## src/rtl/pciio_pkg.sv

```systemverilog
`timescale 1ns/1ps
package pciio_pkg;
    localparam int DW       = 32;
    localparam int CFG_IDX_W = 6;
    localparam int BE_W     = DW / 8;

    typedef enum logic [1:0] {
        BANK_NONE = 2'd0,
        BANK_CORE = 2'd1,
        BANK_DMA  = 2'd2,
        BANK_NET  = 2'd3
    } bank_e;
endpackage

```

## src/rtl/cfgfn_regs.sv

```systemverilog
`timescale 1ns/1ps
module cfgfn_regs
    import pciio_pkg::*;
#(
    parameter int ALIGN_LG = 7,
    parameter int CMD_IDX  = 1,
    parameter int BAR_IDX  = 4
) (
    input  logic                 clk,
    input  logic                 rst_n,
    input  logic                 wr_en,
    input  logic [CFG_IDX_W-1:0] dw_idx,
    input  logic [DW-1:0]        wdata,
    input  logic [BE_W-1:0]      be,
    output logic                 io_en,
    output logic [DW-1:ALIGN_LG] base_hi,
    output logic [DW-1:0]        rd_word
);
    typedef struct packed {
        logic                 io_en;
        logic [DW-1:ALIGN_LG] base;
    } fn_state_t;

    fn_state_t st_d, st_q;
    logic [DW-1:0] img_cur, img_new;

    always_comb begin
        st_d    = st_q;
        img_cur = {st_q.base, {ALIGN_LG{1'b0}}};
        img_new = img_cur;
        for (int b = 0; b < DW; b++) begin
            if (be[b / 8]) img_new[b] = wdata[b];
        end
        if (wr_en && dw_idx == CFG_IDX_W'(CMD_IDX) && be[0]) begin
            st_d.io_en = wdata[0];
        end
        if (wr_en && dw_idx == CFG_IDX_W'(BAR_IDX)) begin
            st_d.base = img_new[DW-1:ALIGN_LG];
        end
    end

    always_ff @(posedge clk) begin
        if (!rst_n) st_q <= '0;
        else        st_q <= st_d;
    end

    always_comb begin
        rd_word = '0;
        if (dw_idx == CFG_IDX_W'(CMD_IDX)) rd_word = {{(DW-1){1'b0}}, st_q.io_en};
        else if (dw_idx == CFG_IDX_W'(BAR_IDX))
            rd_word = {st_q.base, {(ALIGN_LG-1){1'b0}}, 1'b1};
    end

    assign io_en   = st_q.io_en;
    assign base_hi = st_q.base;

    // a BAR write with no byte enabled leaves the base untouched
    a_r11_be_masked: assert property (@(posedge clk) disable iff (!rst_n)
        (wr_en && dw_idx == CFG_IDX_W'(BAR_IDX) && be == '0) |=> $stable(base_hi));

    // writes to unimplemented indices change nothing
    a_r2_other_ignored: assert property (@(posedge clk) disable iff (!rst_n)
        (wr_en && dw_idx != CFG_IDX_W'(BAR_IDX) && dw_idx != CFG_IDX_W'(CMD_IDX))
        |=> ($stable(base_hi) && $stable(io_en)));
endmodule

```

## src/rtl/io_window_match.sv

```systemverilog
`timescale 1ns/1ps
module io_window_match
    import pciio_pkg::*;
#(
    parameter int ALIGN_LG = 7
) (
    input  logic                 en,
    input  logic                 valid,
    input  logic [DW-1:ALIGN_LG] addr_hi,
    input  logic [DW-1:ALIGN_LG] base_hi,
    output logic                 hit
);
    always_comb begin
        hit = en && valid && (addr_hi == base_hi);
    end
endmodule

```

## src/rtl/pciio_dual_decoder.sv

```systemverilog
`timescale 1ns/1ps
module pciio_dual_decoder
    import pciio_pkg::*;
#(
    parameter int STOR_ALIGN_LG = 7,
    parameter int NET_ALIGN_LG  = 5,
    parameter int CORE_LG       = 6,
    parameter int DMA_LG        = 5,
    parameter int CMD_IDX       = 1,
    parameter int BAR_IDX       = 4
) (
    input  logic                 clk,
    input  logic                 rst_n,
    input  logic                 cfg_valid,
    input  logic                 cfg_sel_stor,
    input  logic                 cfg_sel_net,
    input  logic                 cfg_write,
    input  logic [5:0]           cfg_dw_idx,
    input  logic [31:0]          cfg_wdata,
    input  logic [3:0]           cfg_be,
    output logic [31:0]          cfg_rdata,
    input  logic                 io_valid,
    input  logic [31:0]          io_addr,
    input  logic [3:0]           io_be,
    output logic                 sel_core,
    output logic                 sel_dma,
    output logic                 sel_net,
    output logic [3:0]           io_off,
    output logic [3:0]           io_be_out
);
    localparam int CORE_BYTES = 1 << CORE_LG;
    localparam int DMA_BYTES  = 1 << DMA_LG;
    localparam int DMA_WORDS  = DMA_BYTES / 4;
    localparam int OFF_W      = CORE_LG - 2;

    typedef struct packed {
        bank_e             bank;
        logic [OFF_W-1:0]  off;
        logic [BE_W-1:0]   be;
        logic [DW-1:0]     rdata;
    } dec_state_t;

    dec_state_t dec_d, dec_q;

    logic                      stor_wr, net_wr;
    logic                      stor_en, net_en;
    logic [DW-1:STOR_ALIGN_LG] stor_base;
    logic [DW-1:NET_ALIGN_LG]  net_base;
    logic [DW-1:0]             stor_rd, net_rd;
    logic                      stor_hit, net_hit;
    logic [STOR_ALIGN_LG-1:0]  s_rel, s_dma_rel;
    logic [NET_ALIGN_LG-1:0]   n_rel;
    logic                      core_claim, dma_claim, net_claim;

    assign stor_wr = cfg_valid && cfg_write && cfg_sel_stor;
    assign net_wr  = cfg_valid && cfg_write && cfg_sel_net && !cfg_sel_stor;

    cfgfn_regs #(.ALIGN_LG(STOR_ALIGN_LG), .CMD_IDX(CMD_IDX), .BAR_IDX(BAR_IDX)) u_stor_cfg (
        .clk(clk), .rst_n(rst_n), .wr_en(stor_wr), .dw_idx(cfg_dw_idx),
        .wdata(cfg_wdata), .be(cfg_be), .io_en(stor_en), .base_hi(stor_base),
        .rd_word(stor_rd)
    );

    cfgfn_regs #(.ALIGN_LG(NET_ALIGN_LG), .CMD_IDX(CMD_IDX), .BAR_IDX(BAR_IDX)) u_net_cfg (
        .clk(clk), .rst_n(rst_n), .wr_en(net_wr), .dw_idx(cfg_dw_idx),
        .wdata(cfg_wdata), .be(cfg_be), .io_en(net_en), .base_hi(net_base),
        .rd_word(net_rd)
    );

    io_window_match #(.ALIGN_LG(STOR_ALIGN_LG)) u_stor_match (
        .en(stor_en), .valid(io_valid), .addr_hi(io_addr[DW-1:STOR_ALIGN_LG]),
        .base_hi(stor_base), .hit(stor_hit)
    );

    io_window_match #(.ALIGN_LG(NET_ALIGN_LG)) u_net_match (
        .en(net_en), .valid(io_valid), .addr_hi(io_addr[DW-1:NET_ALIGN_LG]),
        .base_hi(net_base), .hit(net_hit)
    );

    always_comb begin
        dec_d      = '0;
        dec_d.bank = BANK_NONE;
        s_rel      = io_addr[STOR_ALIGN_LG-1:0];
        n_rel      = io_addr[NET_ALIGN_LG-1:0];
        s_dma_rel  = s_rel - STOR_ALIGN_LG'(CORE_BYTES);
        core_claim = stor_hit && (s_rel < STOR_ALIGN_LG'(CORE_BYTES));
        dma_claim  = stor_hit && !core_claim
                     && (s_rel < STOR_ALIGN_LG'(CORE_BYTES + DMA_BYTES));
        net_claim  = net_hit && !core_claim && !dma_claim;

        if (core_claim) begin
            dec_d.bank = BANK_CORE;
            dec_d.off  = OFF_W'(s_rel >> 2);
            dec_d.be   = io_be;
        end else if (dma_claim) begin
            dec_d.bank = BANK_DMA;
            dec_d.off  = OFF_W'(s_dma_rel >> 2);
            dec_d.be   = io_be;
        end else if (net_claim) begin
            dec_d.bank = BANK_NET;
            dec_d.off  = OFF_W'(n_rel >> 2);
            dec_d.be   = io_be;
        end

        if (cfg_valid && !cfg_write) begin
            if (cfg_sel_stor)     dec_d.rdata = stor_rd;
            else if (cfg_sel_net) dec_d.rdata = net_rd;
        end
    end

    always_ff @(posedge clk) begin
        if (!rst_n) dec_q <= '0;
        else        dec_q <= dec_d;
    end

    assign sel_core  = (dec_q.bank == BANK_CORE);
    assign sel_dma   = (dec_q.bank == BANK_DMA);
    assign sel_net   = (dec_q.bank == BANK_NET);
    assign io_off    = dec_q.off;
    assign io_be_out = dec_q.be;
    assign cfg_rdata = dec_q.rdata;

    // never more than one strobe
    a_r10_one_select: assert property (@(posedge clk) disable iff (!rst_n)
        $onehot0({sel_core, sel_dma, sel_net}));

    // storage strobes only follow an enabled storage function
    a_r9_stor_enable: assert property (@(posedge clk) disable iff (!rst_n)
        (!stor_en) |=> !(sel_core || sel_dma));

    // network strobe only follows an enabled network function
    a_r9_net_enable: assert property (@(posedge clk) disable iff (!rst_n)
        (!net_en) |=> !sel_net);

    // idle bus gives no strobe
    a_r12_idle: assert property (@(posedge clk) disable iff (!rst_n)
        (!io_valid) |=> !(sel_core || sel_dma || sel_net));

    // DMA index stays inside its bank
    a_r7_dma_off: assert property (@(posedge clk) disable iff (!rst_n)
        sel_dma |-> (io_off < OFF_W'(DMA_WORDS)));

    // side outputs quiet without a strobe
    a_r11_quiet: assert property (@(posedge clk) disable iff (!rst_n)
        !(sel_core || sel_dma || sel_net) |-> (io_off == '0 && io_be_out == '0));
endmodule

```

## config.mk

```make
export PLATFORM = sky130hd
export DESIGN_NAME = pciio_dual_decoder
export DESIGN_NICKNAME = d
export VERILOG_FILES = /design/src/rtl/pciio_pkg.sv /design/src/rtl/cfgfn_regs.sv /design/src/rtl/io_window_match.sv /design/src/rtl/pciio_dual_decoder.sv
export SDC_FILE = /design/constraint.sdc
export NUM_CORES = 1
export LEC_CHECK = 0
export BUFFER_PORTS_ARGS = -buffer_cell sky130_fd_sc_hd__buf_2
export CORE_ASPECT_RATIO = 0.9
export CORE_MARGIN = 2
export CORE_UTILIZATION = 55
export DETAILED_ROUTE_END_ITERATION = 16
export GPL_ROUTABILITY_DRIVEN = 0
export PLACE_DENSITY = 0.88
export SKIP_LAST_GASP = 1
export SLEW_MARGIN = 10
export SYNTH_ARGS = -nofsm -noshare
export SYNTH_HDL_FRONTEND = slang
export SYNTH_HIERARCHICAL = 1
export SYNTH_SLANG_ARGS = --single-unit
```

## constraint.sdc

```tcl
create_clock -name clk -period 2.4 [get_ports clk]
set_input_delay 0.12 -clock clk [delete_from_list [all_inputs] [get_ports clk]]
set_output_delay 0.12 -clock clk [all_outputs]
set_load 0.005 [all_outputs]
```

* After elaboration in Yosys (flattened, before gate mapping)
Cells that the tools add are included.
W data, S select, Z words.
** Word-level totals
- Flip-flop bits (word level) :: 96
- Input port bits :: 85
- Output and inout bits :: 43
- Logic and storage cells :: 69
** Operators by class
- Add/subtract/negate cells :: 1
- Order comparisons :: 2
- Equality and inequality tests :: 7
- Multiplexer cells :: 9
- Bitwise operators :: 1
- Reduce and logical (&&, ||, !) cells :: 34
** Operators by type and width (count)
- $mux W32 :: 6
- $eq A27 B27 Y1 :: 1
- $eq A25 B25 Y1 :: 1
- $logic_and A1 B1 Y1 :: 20
- $mux W10 :: 2
- $reduce_and A2 Y1 :: 9
- $lt A7 B7 Y1 const B :: 2
- $mux W9 :: 1
- $eq A6 B1 Y1 const B :: 1
- $eq A6 B3 Y1 const B :: 1
- $sub A6 B1 Y6 const B :: 1
- $eq A2 B2 Y1 const B :: 2
- $logic_not A1 Y1 :: 4
- $eq A2 B1 Y1 const B :: 1
- $reduce_or A2 Y1 :: 1
- $not A1 Y1 :: 1

* Longest topological paths before layout
- Word-level depth :: 11
- Depth in mapped cells :: 7

* Modules after synthesis
Netlist, hierarchy kept.
** By module, submodules not included
- pciio_dual_decoder :: times used 1, cells an instance 182, area an instance 1774.2 um^2
- cfgfn_regs (u_net_cfg) :: times used 1, cells an instance 168, area an instance 1413.9 um^2
- cfgfn_regs (u_stor_cfg) :: times used 1, cells an instance 159, area an instance 1363.8 um^2
- io_window_match (u_net_match) :: times used 1, cells an instance 37, area an instance 302.8 um^2
- io_window_match (u_stor_match) :: times used 1, cells an instance 34, area an instance 280.3 um^2

* Least setup slack after synthesis
Ideal clock, no wire load.
- Path kind :: in2reg
- Start point :: input cfg_dw_idx[1]
- End point :: register dec_q (netlist bit cfg_rdata[18])
- Arrival time :: 1.540 ns
- Data required time :: 2.329 ns
- Path slack :: 0.789 ns
- Cell stages on the path :: 7
- Cells stage by stage :: or4_1 -> buf_6 -> nor2_2 -> clkbuf_1 -> and2_1 -> nand3b_1 -> a21oi_1
** Between the ends
- Cells in the longest elaborated chain, start to end :: 5
** RTL lines
- start: declaration :: line pciio_dual_decoder.sv:18 : input logic [5:0] cfg_dw_idx,
- $eq A6 B3 Y1 :: line cfgfn_regs.sv:50 : else if (dw_idx == CFG_IDX_W'(BAR_IDX))
- $mux W32 :: line cfgfn_regs.sv:50
- $mux W32 (*) :: line cfgfn_regs.sv:49 : if (dw_idx == CFG_IDX_W'(CMD_IDX)) rd_word = {{(DW-1){1'b0}}, st_q.io_en};
- net net_rd[18] :: line pciio_dual_decoder.sv:49 : logic [DW-1:0] stor_rd, net_rd;
- $mux W32 (*) :: line pciio_dual_decoder.sv:107 : else if (cfg_sel_net) dec_d.rdata = net_rd;
- $mux W32 (*) :: line pciio_dual_decoder.sv:106 : if (cfg_sel_stor) dec_d.rdata = stor_rd;
- end signal: assignment :: line pciio_dual_decoder.sv:112 : if (!rst_n) dec_q <= '0;
- end signal: assignment :: line pciio_dual_decoder.sv:113 : else dec_q <= dec_d;
- end: declaration :: line pciio_dual_decoder.sv:43 : dec_state_t dec_d, dec_q;
Mark *: on every way through the listed nets, which the timed path passes. The rest lies on a longest branch.
A chain may end at the register's enable or synchronous reset.

* Final worst setup path
- Start point :: register u_stor_cfg.st_q (netlist bit u_stor_cfg/base_hi[26])
- End point :: register dec_q (netlist bit io_off[3])
** Between the ends
- Cells in the longest elaborated chain, start to end :: 8
** RTL lines
- start: declaration :: line cfgfn_regs.sv:24 : fn_state_t st_d, st_q;
- start signal: assignment :: line cfgfn_regs.sv:44 : else st_q <= st_d;
- $eq A25 B25 Y1 (*) :: line io_window_match.sv:14 : hit = en && valid && (addr_hi == base_hi);
- $logic_and A1 B1 Y1 (*) :: line io_window_match.sv:14
- net stor_hit :: line pciio_dual_decoder.sv:50 : logic stor_hit, net_hit;
- $logic_and A1 B1 Y1 :: line pciio_dual_decoder.sv:86 : core_claim = stor_hit && (s_rel < STOR_ALIGN_LG'(CORE_BYTES));
- $logic_not A1 Y1 :: line pciio_dual_decoder.sv:87 : dma_claim = stor_hit && !core_claim
- $logic_and A1 B1 Y1 :: line pciio_dual_decoder.sv:87
- $logic_and A1 B1 Y1 :: line pciio_dual_decoder.sv:88 : && (s_rel < STOR_ALIGN_LG'(CORE_BYTES + DMA_BYTES));
- $mux W10 :: line pciio_dual_decoder.sv:95 : end else if (dma_claim) begin
- $mux W9 (*) :: line pciio_dual_decoder.sv:91 : if (core_claim) begin
Marked as above.

==> flow_results.org <==
** Status
- Run status :: finished, violations left
- Violations in the final reports :: hold timing

** Clocking
- The number of clock buffers added by TritonCTS is 9.
- CTS resizes :: 0
- Clock tree root buffer cell :: sky130_fd_sc_hd__clkbuf_8
- CTS Hold Buffers Added :: 13
- CTS H-tree depth :: 3
- For this design, the sink count on the clock tree is 96.
- Clock tree from TritonCTS :: done
- Clk_lat worst skew :: 0.37 ns
- Reg clk slew, reported paths :: 0.09 ns
- After clock tree synthesis, the setup repair step added 0 buffers.
- Clock Tree Buf Depth :: 2

** Final layout
- Area used by sequential logic in the layout :: 0.00192 mm^2
- The layout has 716 filler cells.
- The number of antenna diodes in the final layout is 0.
- In the final layout, the share of cells above drive strength 1 is 0.254.
- Fin nets :: 746
- From synthesis to final layout, the design area changed by 12.6%.
- Area of combinational cells with multiple inputs :: 0.00267 mm^2

** STA
- For the final database, setup skew stands at 0.00566 ns.
- Counting I/O delays and the setup requirement, the final critical path takes 2.14 ns.
- # setup viols final :: 0
- Actual transition at the worst max-transition pin :: 0.734 ns
- The number of hold-slack violations in the final timing report is 1.
- Setup repair after global routing missed its margin :: no
- Worst hold slack after final layout :: -0.0000854 ns
- Setup total negative slack on the finished layout was measured at 0 ns.
- In the finished design, the share of the clock period the worst path needs comes to 0.893.
- Headroom to the max-slew limit :: 0.507
- Based on the critical path, the design can be clocked at up to 466 MHz.
- Max-slew violation count :: 0

** Logic synthesis
- Cells taking the most area after synthesis :: sky130_fd_sc_hd__dfxtp_1 (37%), sky130_fd_sc_hd__mux2i_1 (10%), sky130_fd_sc_hd__nand2_1 (8.6%), sky130_fd_sc_hd__buf_4 (7.3%), sky130_fd_sc_hd__and2_1 (6.5%)
- The synthesized netlist occupies a cell area of 0.00513 mm^2.
- Of the total synthesized cell area, the portion taken by full adders, half adders and majority gates is 0.
- Synthesized instance count :: 580
- Of all cell types, the one taking the most synthesized area is sky130_fd_sc_hd__dfxtp_1.
- The synthesized-area fraction occupied by ao, oa, aoi and oai cells was 0.0585.
- Mux contribution to synthesized area :: 0.101
- Share of the synthesized area in the top cell type :: 0.374
- XOR/XNOR share of the synthesized area :: 0.0887
- The average instance in the mapped netlist occupies 8.85 um^2.
- Of the total synthesized cell area, the portion taken by AND, OR, NAND and NOR gates is 0.265.
- Netlist cell types :: 42
- Sequential cell area fraction in the yosys report :: 0.374
- Yosys synthesis warning count :: 6
- Post-synthesis sequential element count :: 96
- Dominant combinational cell family by area after synthesis :: simple AND/OR/NAND/NOR gates

** Power and ir drop
- Worst vdd rail ir drop :: 0.292 mV
- Cell area power density :: 521 mW/mm^2
- For this design the static power due to leakage is 2.45 nW.

** Detailed routing
- The routed design has 13300 um of wire.
- DRT antenna net count :: 0
- Final routed wire length divided by cell count :: 16.9 um
- In the routed design, unresolved DRC markers number 0.
- Via count :: 4335
- The first detailed-routing pass ran for 6 iterations.
- Using the TritonRoute via totals, the vias-per-cell ratio works out to 5.50.
- The detailed router finished its first iteration with 582 violations.

** Placed design
- In this run the tool buffered the top-level ports with 121 buffer cells.
- DP HPWL :: 9690 um

** Setup path
- The critical path crosses 6 cells after its start point.
- Together, buffers and inverters on the worst path number 0.
- Data on the critical path is required at its endpoint by 2.72 ns.
- Cell family with the largest share of critical-path delay :: simple AND/OR/NAND/NOR gates
- Setup crit start kind :: flip-flop
- Standard cell with the maximum stage delay on the critical path :: sky130_fd_sc_hd__nor4_2
- Crit path largest cell delay :: 0.55 ns
- Traced cell by cell, the critical path runs through xor2_1 > nor4_1 > nand3_1 > nor4_2 > nor2b_1 > and3_2.
- Of all nets on the critical path, the largest fanout is 3.
- Path depth of the worst reg2reg path :: 6
- The worst setup path is captured at a flip-flop.
- Category of the critical setup timing path :: flip-flop to flip-flop
- At the worst endpoint, the arrival time is 2.46 ns.

** Global routing
- Overflow left after global routing :: 0
- The via count of the first global-routing pass came to 4102.
- Global-route total usage across every layer :: 0.261
- Largest net degree at the start of global routing :: 110
- The number of antenna violations at the first check in global routing was 0.
- First-pass GRT wire length :: 20200 um

** Die
- Placement Rows :: 33
- In this run the horizontal extent of the chip is 106 um.
- DIE AREA :: 0.0101 mm^2
- For this design the top-level I/O count stands at 128.
- Vertical extent of the die :: 95.7 um
- Initial cell density of the core :: 0.565
- The floorplan step defined a core boundary enclosing 0.00908 mm^2.

** Min path
- The worst hold path passes through 3 cells.
- Class of the most critical hold timing path :: primary input to flip-flop

** Job
- Number of max-cap violations :: 0
layer usage:
layer,vias to the layer above,share of wire,GRT usage
li1,2024,-,-
met1,2003,0.41,0.336
met2,256,0.46,0.429
met3,52,0.087,0.0410
met4,0,0.044,0.132
met5,-,0,0
logic make-up after synthesis:
logic type                after synthesis
muxes                                  52
DFF                                    96
other                                   2
xor gates and xnor gates               52
AOI/OAI and AO/OA                      41
buffers and inverters                  83
and+or+nand+nor                       254
cell usage after synthesis, drive strengths merged:
cell,instances
nand2,117
dfxtp,96
buf,63
and2,53
mux2i,52
nor2,32
xor2,31
a22oi,30
xnor2,21
clkbuf,17
nor4,14
and3,10
nand4,7
a21oi,5
nor3,5
nand3b,4
nor2b,4
a41o,2
conb,2
inv,2
nand2b,2
or4,2
a211oi,1
a21o,1
and4b,1
clkinv,1
nand3,1
nand4b,1
nor4b,1
o211ai,1
o31ai,1
tightest hold or removal path: cells and delay by family:
kind / cells / cell delay, ns
mux: 1 / 0.06
simple gates: 1 / 0.05
buf+inv: 1 / 0.10
cells in the final DEF (no fill, tap or decap), drive strengths merged:
cell / instances
a211oi: 1
a21o: 1
a21oi: 5
a22oi: 30
a41o: 2
and2: 53
and3: 10
and4b: 1
buf: 129
bufinv: 1
clkbuf: 12
clkinv: 3
clkinvlp: 1
conb: 10
dfxtp: 96
dlygate4sd3: 13
inv: 2
mux2i: 52
nand2: 117
nand2b: 2
nand3: 1
nand3b: 4
nand4: 7
nand4b: 1
nor2: 32
nor2b: 4
nor3: 5
nor4: 14
nor4b: 1
o211ai: 1
o31ai: 1
or4: 2
xnor2: 21
xor2: 31
area by class of cell:
| type | instances | area share |
|---|---|---|
| clock buffer | 12 | 0.0286 |
| sequential | 96 | 0.332 |
| inverter | 3 | 0.00195 |
| clock inverter | 4 | 0.00887 |
| multi-input combinational | 409 | 0.462 |
| timing repair buffer | 142 | 0.140 |
| tap | 122 | 0.0264 |
path summary, 6_finish.rpt:
check / from / end / slack (ns)
worst max-delay path: u_stor_cfg/base_hi[26]$_SDFFE_PN0P_ / io_off[3]$_SDFF_PN0_ / 0.26
worst min-delay path: cfg_wdata[30] / u_net_cfg/base_hi[30]$_SDFFE_PN0P_ / -0.00009
worst max register to register: u_stor_cfg/base_hi[26]$_SDFFE_PN0P_ / io_off[3]$_SDFF_PN0_ / 0.26
worst min register to register: u_stor_cfg/base_hi[23]$_SDFFE_PN0P_ / u_stor_cfg/base_hi[23]$_SDFFE_PN0P_ / 0.49
state kept, by name, indices dropped and copies added, names as in the netlist:
name,flops
io_be_out,4
u_stor_cfg/base_hi,25
u_stor_cfg/io_en,1
u_net_cfg/io_en,1
cfg_rdata,32
io_off,4
dec_q,2
u_net_cfg/base_hi,27
per-stage QoR:
step	setup WS [ns]	power (mW)	utilization	area (um^2)	instances
5_1_grt	0.213	3.09	0.637	5780	788
2_1_floorplan	0.789	1.79	-	5160	588
3_3_place_gp	0.474	1.88	0.598	5440	759
3_5_place_dp	0.430	1.89	0.598	5440	759
4_1_cts	0.414	3.01	0.637	5780	788
6_report	0.256	3.01	0.637	5780	788
power by group:
group	internal (mW)	switching [mW]	total [mW]
sequential	1.59	0.000944	1.59
clock	0.567	0.572	1.14
combinational	0.114	0.166	0.280
total	2.28	0.739	3.01
No activity file was read; power rests on OpenSTA's default activity.
